`src/rtl/pinbank_pkg.sv`:
```
package pinbank_pkg;

    localparam int BUS_W     = 32;
    localparam int PD_PINS   = 6;
    localparam int PD_LSB    = 25;   // port D level/direction bits 25..30
    localparam int OUTL_N    = 24;   // output-only lines at bits 0..23
    localparam int INL_N     = 23;   // input-only lines
    localparam int PD_IN_LSB = 10;   // port D pins 0..4 read at bits 10..14
    localparam int PD5_IN    = 24;   // port D pin 5 read at bit 24

    // shared word addresses
    localparam int A_PD_IN    = 0;
    localparam int A_PD_SET   = 1;
    localparam int A_PD_CLR   = 2;
    localparam int A_PD_ST    = 3;
    localparam int A_DIR_SET  = 4;
    localparam int A_DIR_CLR  = 5;
    localparam int A_DIR_ST   = 6;
    localparam int A_PC_IN    = 7;
    localparam int A_PC_SET   = 8;
    localparam int A_PC_CLR   = 9;
    localparam int A_FSEL_SET = 10;
    localparam int A_FSEL_CLR = 11;
    localparam int A_FSEL_ST  = 12;

    // regular ports: base word plus offset
    localparam int A_PA_BASE = 16;
    localparam int A_PB_BASE = 24;
    localparam int OF_IN     = 0;
    localparam int OF_SET    = 1;
    localparam int OF_CLR    = 2;
    localparam int OF_ST     = 3;
    localparam int OF_DSET   = 4;
    localparam int OF_DCLR   = 5;
    localparam int OF_DST    = 6;

    localparam logic [BUS_W-1:0] PD_WORD_MASK =
        ({BUS_W{1'b0}} | ((BUS_W'(1) << OUTL_N) - 1)) |
        (((BUS_W'(1) << PD_PINS) - 1) << PD_LSB);

    function automatic logic [BUS_W-1:0] dir_mask(input int pc_w);
        dir_mask = ((BUS_W'(1) << pc_w) - 1) |
                   (((BUS_W'(1) << PD_PINS) - 1) << PD_LSB);
    endfunction

    // port D input word: input-only lines in three runs, port D pins around them
    function automatic logic [BUS_W-1:0] pd_in_word(input logic [INL_N-1:0] inl,
                                                    input logic [PD_PINS-1:0] pins);
        logic [BUS_W-1:0] w;
        w        = '0;
        w[9:0]   = inl[9:0];
        w[14:10] = pins[4:0];
        w[23:15] = inl[18:10];
        w[PD5_IN] = pins[5];
        w[28:25] = inl[22:19];
        return w;
    endfunction

    typedef struct packed {
        logic [BUS_W-1:0] data;
    } rd_t;

endpackage

```
`src/rtl/pinbank_sync.sv`:
```
module pinbank_sync #(
    parameter int W = 8
) (
    input  logic         clk,
    input  logic         rst_n,
    input  logic [W-1:0] d_i,
    output logic [W-1:0] q_o
);
    typedef struct packed {
        logic [W-1:0] s1;
        logic [W-1:0] s2;
    } sync_t;

    sync_t st_d, st_q;

    always_comb begin
        st_d    = st_q;
        st_d.s1 = d_i;
        st_d.s2 = st_q.s1;
    end

    always_ff @(posedge clk or negedge rst_n) begin
        if (!rst_n) st_q <= '0;
        else        st_q <= st_d;
    end

    assign q_o = st_q.s2;
endmodule

```
`src/rtl/pinbank_setclr.sv`:
```
module pinbank_setclr #(
    parameter int           W    = 8,
    parameter logic [W-1:0] MASK = '1
) (
    input  logic         clk,
    input  logic         rst_n,
    input  logic         set_i,
    input  logic         clr_i,
    input  logic [W-1:0] bits_i,
    output logic [W-1:0] q_o
);
    typedef struct packed {
        logic [W-1:0] val;
    } sc_t;

    sc_t          sc_d, sc_q;
    logic [W-1:0] eff;

    always_comb begin
        eff  = bits_i & MASK;
        sc_d = sc_q;
        if (set_i) sc_d.val = sc_d.val | eff;
        if (clr_i) sc_d.val = sc_d.val & ~eff;
    end

    always_ff @(posedge clk or negedge rst_n) begin
        if (!rst_n) sc_q <= '0;
        else        sc_q <= sc_d;
    end

    assign q_o = sc_q.val;
endmodule

```
`src/rtl/pinbank_port.sv`:
```
module pinbank_port
    import pinbank_pkg::*;
#(
    parameter int W      = 8,
    parameter int ADDR_W = 5,
    parameter int BASE   = 16
) (
    input  logic              clk,
    input  logic              rst_n,
    input  logic              wr_i,
    input  logic [ADDR_W-1:0] addr_i,
    input  logic [W-1:0]      wdata_i,
    input  logic [W-1:0]      pin_i,
    output logic [W-1:0]      out_o,
    output logic [W-1:0]      oe_o,
    output logic [BUS_W-1:0]  rd_o
);
    localparam logic [ADDR_W-1:0] AW_IN   = ADDR_W'(BASE + OF_IN);
    localparam logic [ADDR_W-1:0] AW_SET  = ADDR_W'(BASE + OF_SET);
    localparam logic [ADDR_W-1:0] AW_CLR  = ADDR_W'(BASE + OF_CLR);
    localparam logic [ADDR_W-1:0] AW_ST   = ADDR_W'(BASE + OF_ST);
    localparam logic [ADDR_W-1:0] AW_DSET = ADDR_W'(BASE + OF_DSET);
    localparam logic [ADDR_W-1:0] AW_DCLR = ADDR_W'(BASE + OF_DCLR);
    localparam logic [ADDR_W-1:0] AW_DST  = ADDR_W'(BASE + OF_DST);

    logic         lv_set, lv_clr, dr_set, dr_clr;
    logic [W-1:0] in_s;

    always_comb begin
        lv_set = wr_i && (addr_i == AW_SET);
        lv_clr = wr_i && (addr_i == AW_CLR);
        dr_set = wr_i && (addr_i == AW_DSET);
        dr_clr = wr_i && (addr_i == AW_DCLR);
    end

    pinbank_sync #(.W(W)) u_sync (
        .clk(clk), .rst_n(rst_n), .d_i(pin_i), .q_o(in_s)
    );

    pinbank_setclr #(.W(W)) u_lvl (
        .clk(clk), .rst_n(rst_n), .set_i(lv_set), .clr_i(lv_clr),
        .bits_i(wdata_i), .q_o(out_o)
    );

    pinbank_setclr #(.W(W)) u_dir (
        .clk(clk), .rst_n(rst_n), .set_i(dr_set), .clr_i(dr_clr),
        .bits_i(wdata_i), .q_o(oe_o)
    );

    always_comb begin
        rd_o = '0;
        if (addr_i == AW_IN)       rd_o[W-1:0] = in_s;
        else if (addr_i == AW_ST)  rd_o[W-1:0] = out_o;
        else if (addr_i == AW_DST) rd_o[W-1:0] = oe_o;
    end
endmodule

```
`src/rtl/pinbank_ctrl.sv`:
```
module pinbank_ctrl
    import pinbank_pkg::*;
#(
    parameter int ADDR_W = 5,
    parameter int PA_W   = 8,
    parameter int PB_W   = 24,
    parameter int PC_W   = 13
) (
    input  logic              clk,
    input  logic              rst_n,
    input  logic              bus_wr,
    input  logic              bus_rd,
    input  logic [ADDR_W-1:0] bus_addr,
    input  logic [31:0]       bus_wdata,
    output logic [31:0]       bus_rdata,
    input  logic [PA_W-1:0]   pa_in_i,
    output logic [PA_W-1:0]   pa_out_o,
    output logic [PA_W-1:0]   pa_oe_o,
    input  logic [PB_W-1:0]   pb_in_i,
    output logic [PB_W-1:0]   pb_out_o,
    output logic [PB_W-1:0]   pb_oe_o,
    input  logic [PC_W-1:0]   pc_in_i,
    output logic [PC_W-1:0]   pc_out_o,
    output logic [PC_W-1:0]   pc_oe_o,
    output logic [PC_W-1:0]   pc_fsel_o,
    input  logic [5:0]        pd_in_i,
    output logic [5:0]        pd_out_o,
    output logic [5:0]        pd_oe_o,
    input  logic [22:0]       inl_i,
    output logic [23:0]       outl_o
);
    localparam int                 N_REG    = 2;
    localparam logic [BUS_W-1:0]   DIR_MASK = dir_mask(PC_W);

    // ---------------- regular ports A and B ----------------
    logic [N_REG-1:0][BUS_W-1:0] reg_rd;

    generate
        for (genvar g = 0; g < N_REG; g++) begin : g_port
            if (g == 0) begin : g_a
                pinbank_port #(.W(PA_W), .ADDR_W(ADDR_W), .BASE(A_PA_BASE)) u_port (
                    .clk(clk), .rst_n(rst_n), .wr_i(bus_wr), .addr_i(bus_addr),
                    .wdata_i(bus_wdata[PA_W-1:0]), .pin_i(pa_in_i),
                    .out_o(pa_out_o), .oe_o(pa_oe_o), .rd_o(reg_rd[g])
                );
            end else begin : g_b
                pinbank_port #(.W(PB_W), .ADDR_W(ADDR_W), .BASE(A_PB_BASE)) u_port (
                    .clk(clk), .rst_n(rst_n), .wr_i(bus_wr), .addr_i(bus_addr),
                    .wdata_i(bus_wdata[PB_W-1:0]), .pin_i(pb_in_i),
                    .out_o(pb_out_o), .oe_o(pb_oe_o), .rd_o(reg_rd[g])
                );
            end
        end
    endgenerate

    // ---------------- irregular ports C and D ----------------
    logic pc_set, pc_clr, fs_set, fs_clr, dr_set, dr_clr, pd_set, pd_clr;

    always_comb begin
        pc_set = bus_wr && (bus_addr == ADDR_W'(A_PC_SET));
        pc_clr = bus_wr && (bus_addr == ADDR_W'(A_PC_CLR));
        fs_set = bus_wr && (bus_addr == ADDR_W'(A_FSEL_SET));
        fs_clr = bus_wr && (bus_addr == ADDR_W'(A_FSEL_CLR));
        dr_set = bus_wr && (bus_addr == ADDR_W'(A_DIR_SET));
        dr_clr = bus_wr && (bus_addr == ADDR_W'(A_DIR_CLR));
        pd_set = bus_wr && (bus_addr == ADDR_W'(A_PD_SET));
        pd_clr = bus_wr && (bus_addr == ADDR_W'(A_PD_CLR));
    end

    logic [PC_W-1:0]    pc_in_s;
    logic [5:0]         pd_in_s;
    logic [22:0]        inl_s;
    logic [BUS_W-1:0]   dir_q;
    logic [BUS_W-1:0]   pdw_q;

    pinbank_sync #(.W(PC_W)) u_sync_pc (
        .clk(clk), .rst_n(rst_n), .d_i(pc_in_i), .q_o(pc_in_s)
    );
    pinbank_sync #(.W(PD_PINS)) u_sync_pd (
        .clk(clk), .rst_n(rst_n), .d_i(pd_in_i), .q_o(pd_in_s)
    );
    pinbank_sync #(.W(INL_N)) u_sync_inl (
        .clk(clk), .rst_n(rst_n), .d_i(inl_i), .q_o(inl_s)
    );

    pinbank_setclr #(.W(PC_W)) u_pc_lvl (
        .clk(clk), .rst_n(rst_n), .set_i(pc_set), .clr_i(pc_clr),
        .bits_i(bus_wdata[PC_W-1:0]), .q_o(pc_out_o)
    );
    pinbank_setclr #(.W(PC_W)) u_pc_fsel (
        .clk(clk), .rst_n(rst_n), .set_i(fs_set), .clr_i(fs_clr),
        .bits_i(bus_wdata[PC_W-1:0]), .q_o(pc_fsel_o)
    );
    pinbank_setclr #(.W(BUS_W), .MASK(DIR_MASK)) u_dir_shared (
        .clk(clk), .rst_n(rst_n), .set_i(dr_set), .clr_i(dr_clr),
        .bits_i(bus_wdata), .q_o(dir_q)
    );
    pinbank_setclr #(.W(BUS_W), .MASK(PD_WORD_MASK)) u_pd_word (
        .clk(clk), .rst_n(rst_n), .set_i(pd_set), .clr_i(pd_clr),
        .bits_i(bus_wdata), .q_o(pdw_q)
    );

    assign pc_oe_o  = dir_q[PC_W-1:0];
    assign pd_oe_o  = dir_q[PD_LSB +: PD_PINS];
    assign pd_out_o = pdw_q[PD_LSB +: PD_PINS];
    assign outl_o   = pdw_q[OUTL_N-1:0];

    // ---------------- read path ----------------
    rd_t              rd_d, rd_q;
    logic [BUS_W-1:0] loc_rd;

    always_comb begin
        loc_rd = '0;
        case (bus_addr)
            ADDR_W'(A_PD_IN):   loc_rd = pd_in_word(inl_s, pd_in_s);
            ADDR_W'(A_PD_ST):   loc_rd = pdw_q;
            ADDR_W'(A_DIR_ST):  loc_rd = dir_q;
            ADDR_W'(A_PC_IN):   loc_rd[PC_W-1:0] = pc_in_s;
            ADDR_W'(A_FSEL_ST): loc_rd[PC_W-1:0] = pc_fsel_o;
            default:            loc_rd = '0;
        endcase

        rd_d = '0;
        if (bus_rd) rd_d.data = loc_rd | reg_rd[0] | reg_rd[1];
    end

    always_ff @(posedge clk or negedge rst_n) begin
        if (!rst_n) rd_q <= '0;
        else        rd_q <= rd_d;
    end

    assign bus_rdata = rd_q.data;
endmodule

```
`config.mk`:
```
export PLATFORM = sky130hd
export DESIGN_NAME = pinbank_ctrl
export DESIGN_NICKNAME = d
export VERILOG_FILES = /design/src/rtl/pinbank_pkg.sv /design/src/rtl/pinbank_sync.sv /design/src/rtl/pinbank_setclr.sv /design/src/rtl/pinbank_port.sv /design/src/rtl/pinbank_ctrl.sv
export SDC_FILE = /design/constraint.sdc
export NUM_CORES = 1
export LEC_CHECK = 0
export BUFFER_PORTS_ARGS = -buffer_cell sky130_fd_sc_hd__buf_2
export CORE_UTILIZATION = 30
export CTS_BUF_LIST = sky130_fd_sc_hd__clkbuf_2
export DETAILED_ROUTE_END_ITERATION = 10
export HOLD_SLACK_MARGIN = 0.05
export PLACE_DENSITY = 0.5
export SYNTH_ARGS = -nofsm -noshare
export SYNTH_HDL_FRONTEND = slang
export SYNTH_SLANG_ARGS = --single-unit
```
`constraint.sdc`:
```
create_clock -name clk -period 1.65 [get_ports clk]
set_input_delay 0.165 -clock clk [delete_from_list [all_inputs] [get_ports clk]]
set_output_delay 0.165 -clock clk [all_outputs]
set_load 0.05 [all_outputs]
```
==> flow_summary.json <==
{
  "coreArea_um2": 37580,
  "initial_utilization": 0.3039,
  "slowest_stage": "dfrtp_2",
  "relSlewSlack": 0.4534,
  "crit_path_end": "pb_oe_o[16]",
  "routabilityCongestion": 0.8378,
  "fmax_ghz": 0.5607,
  "h-tree-depth": 3,
  "critical_path_class": "reg2out",
  "final_common_cell": "dfrtp_1",
  "drt-vias-per-instance": 4.861,
  "slowest_delay_ns": 0.47,
  "nFillCells": 3321,
  "fin_cells": 2283,
  "setup_viol": 172,
  "grt_pass1_vias": 11790,
  "antenna_found_initial": 4,
  "slew_viol_final": 0,
  "dr.pass1.iters": 5,
  "yosysWarnings": 0,
  "synth_flop_cell": "dfrtp_1",
  "synth_cell_types": 51,
  "fp.dieW_um": 197.1,
  "wire_per_inst_um": 20.19,
  "post-place-cells": 1740,
  "grt_pass1_wl_mm": 69.19,
  "port_buffers": 282,
  "ys_ff_latch": 318,
  "crit_arrival_ns": 1.62,
  "cp.depth": 1,
  "drt_wl_total_mm": 46.11,
  "hold_viol": 0,
  "layout-drive-gt1-share": 0.3995,
  "drv_cap": 0,
  "ant_nets": 0,
  "clk_pin_slew_worst_paths_ns": 0.11,
  "cts_root_buffer": "clkbuf_2",
  "vias": 11100,
  "syn-num-nets": 1028,
  "async_reset_ff_frac": 1.000,
  "ir_drop_mv": 0.6499,
  "synthTopCellsByArea": "dfrtp_1, a21oi_1, a22oi_1",
  "grt_use_total": 0.2385,
  "hold_path.startpoint": "bus_addr[4]",
  "rr_endpoint": "bus_rdata[4]",
  "rsz0062_at_grt": "true",
  "reg2reg_depth": 7,
  "min_path_type": "in2reg",
  "synth_cells": 913,
  "final_nets": 1823,
  "area_growth_pct": 72.23,
  "critPathRequiredTime_ns": 1.48,
  "ys_seq_area_frac": 0.6968,
  "cts_tree": "built",
  "final_cell_mix": "dfrtp_1, a21oi_1, dlygate4sd3_1, buf_4, buf_6",
  "violations": "setup timing",
  "worstMarginPinSlew_ns": 0.8129,
  "leakage_nw": 9.322,
  "die_h_um": 197.1,
  "endpoint_kind": "output pin",
  "seqCellArea_um2": 7959,
  "io_pins": 286,
  "yosysTopAreaCellShare": 0.6968,
  "finalCritPeriodShare": 1.081,
  "power_density_nw_per_um2": 1148,
  "clock_latency_ns": 0.99,
  "path_cells": "buf_6",
  "synth_edf_count": 0,
  "run_status": "finished, violations left",
  "die-area_um2": 38850,
  "grt_max_degree": 52,
  "multi_input_area_um2": 3186,
  "cp-start-kind": "flop",
  "worstPathMaxFanout": 3,
  "drt-initial-drc-count": 742,
  "worst-path-buf-inv": 1,
  "row_count": 71,
  "fin_crit_ns": 1.783,
  "drc": 0,
  "reg2reg_slack_ns": 0.03,
  "avgSynthCellArea_um2": 12.51,
  "final_core_util": 0.5235,
  "cts_buffer_depth": 3,
  "cts.sinks": 318,
  "synth.largest_area_cell": "dfrtp_1",
  "dp_hpwl_mm": 28.33,
  "grt.overflow.total": 0,
  "cpLargestDelayFamily": "flip-flops",
  "setup_ws_ns": -0.1335,
  "clock_skew_ns": 0.05784,
  "cts_buffers": 86,
  "synth_area_um2": 11420
}
==> cell type report <==
type	instances	share of cell area
Sequential cell	318	0.4046
Tap cell	511	0.03250
Antenna cell	5	0.0006361
Inverter	2	0.0003817
Clock inverter	19	0.006615
Clock buffer	128	0.03257
Multi-Input combinational cell	522	0.1619
Timing Repair Buffer	778	0.3607
==> metrics by stage <==
| stage | TNS, ns | setup slack [ns] | instance area, um2 | hold WS (ns) | power [W] |
|---|---|---|---|---|---|
| after floorplan | 0 | 0.1004 | 11420 | -0.1306 | 0.01265 |
| after global placement | -7.185 | -0.2597 | 14220 | 0.1250 | 0.01441 |
| after detailed placement | -9.503 | -0.2888 | 14220 | 0.1309 | 0.01445 |
| after CTS | -24.34 | -0.2057 | 19410 | 0.05446 | 0.02251 |
| after global routing | -32.95 | -0.2661 | 19670 | 0.02708 | 0.02367 |
| final | -10.75 | -0.1335 | 19670 | 0.05732 | 0.02257 |
==> cell families after synthesis <==
logic type             count (synthesis)  share of synthesized area
AO/OA/AOI/OAI                        407                     0.2042
buffers and inverters                 73                    0.03013
flip-flops                           318                     0.6968
multiplexers                          18                    0.01698
other                                  1                  0.0003283
AND/OR/NAND/NOR                       96                    0.05160
==> power by group <==
| group | internal (W) | switching, W | leakage [nW] |
|---|---|---|---|
| Sequential | 0.00866 | 0.000693 | 3.93 |
| Combinational | 0.00316 | 0.00438 | 4.79 |
| Clock | 0.00236 | 0.00333 | 0.604 |
==> how the worst min path moves through the flow <==
| stage | endpoint | slack [ns] | depth (start not counted) |
|---|---|---|---|
| 6_report | flop | 0.06 | 6 |
| 3_3_place_gp | u_sync_inl.st_d[16] | 0.12 | 1 |
| 2_1_floorplan | asynchronous set/reset pin | -0.13 | 0 |
| 4_1_cts | bus_rdata[15] | 0.05 | 7 |
| 5_1_grt | flop | 0.03 | 6 |
| 3_5_place_dp | u_sync_inl.st_d[16] | 0.13 | 1 |
==> cell usage after synthesis, types with 4 or more instances <==
master    count
nor3_2        6
o22ai_1       5
a31oi_1      12
a21oi_1     297
a22oi_1      30
nor2_1       20
a32o_1        6
nand2b_1      4
a32oi_1       7
o31a_1        7
nor3_1       10
buf_4         8
buf_2        31
o21ai_0      10
a221o_1       7
a221oi_1      9
nor2b_1       4
dfrtp_1     318
nand2_1      19
a211oi_1      6
mux2i_1       7
mux2_2       11
o31ai_1       8
clkbuf_1     31
==> worst reg2reg max path, cell delays in order (launching register included) <==
cell and delay (ns):
dfrtp_1 0.43, buf_4 0.15, buf_4 0.12, buf_4 0.13, mux2i_1 0.14, nor2_1 0.06
a221o_1 0.26, o31a_1 0.24
==> timing repair <==
| action | in CTS | in global routing |
|---|---|---|
| hold buffers | 246 | 4 |
| gates resized for setup | 341 | 10 |
| pin swaps | 0 | 3 |
| setup endpoints to repair | 170 | 185 |
| hold endpoints to repair | 562 | 15 |
| setup buffers | 119 | 24 |
==> per-layer routing <==
| layer | vias up | share of wire | track usage |
|---|---|---|---|
| li1 | 4985 | - | - |
| met1 | 5541 | 0.42 | 0.3129 |
| met2 | 462 | 0.47 | 0.3717 |
| met3 | 109 | 0.073 | 0.05805 |
| met4 | 0 | 0.039 | 0.1117 |
| met5 | - | 0 | 0 |
Note: power is estimated with default switching activity, not from simulation.
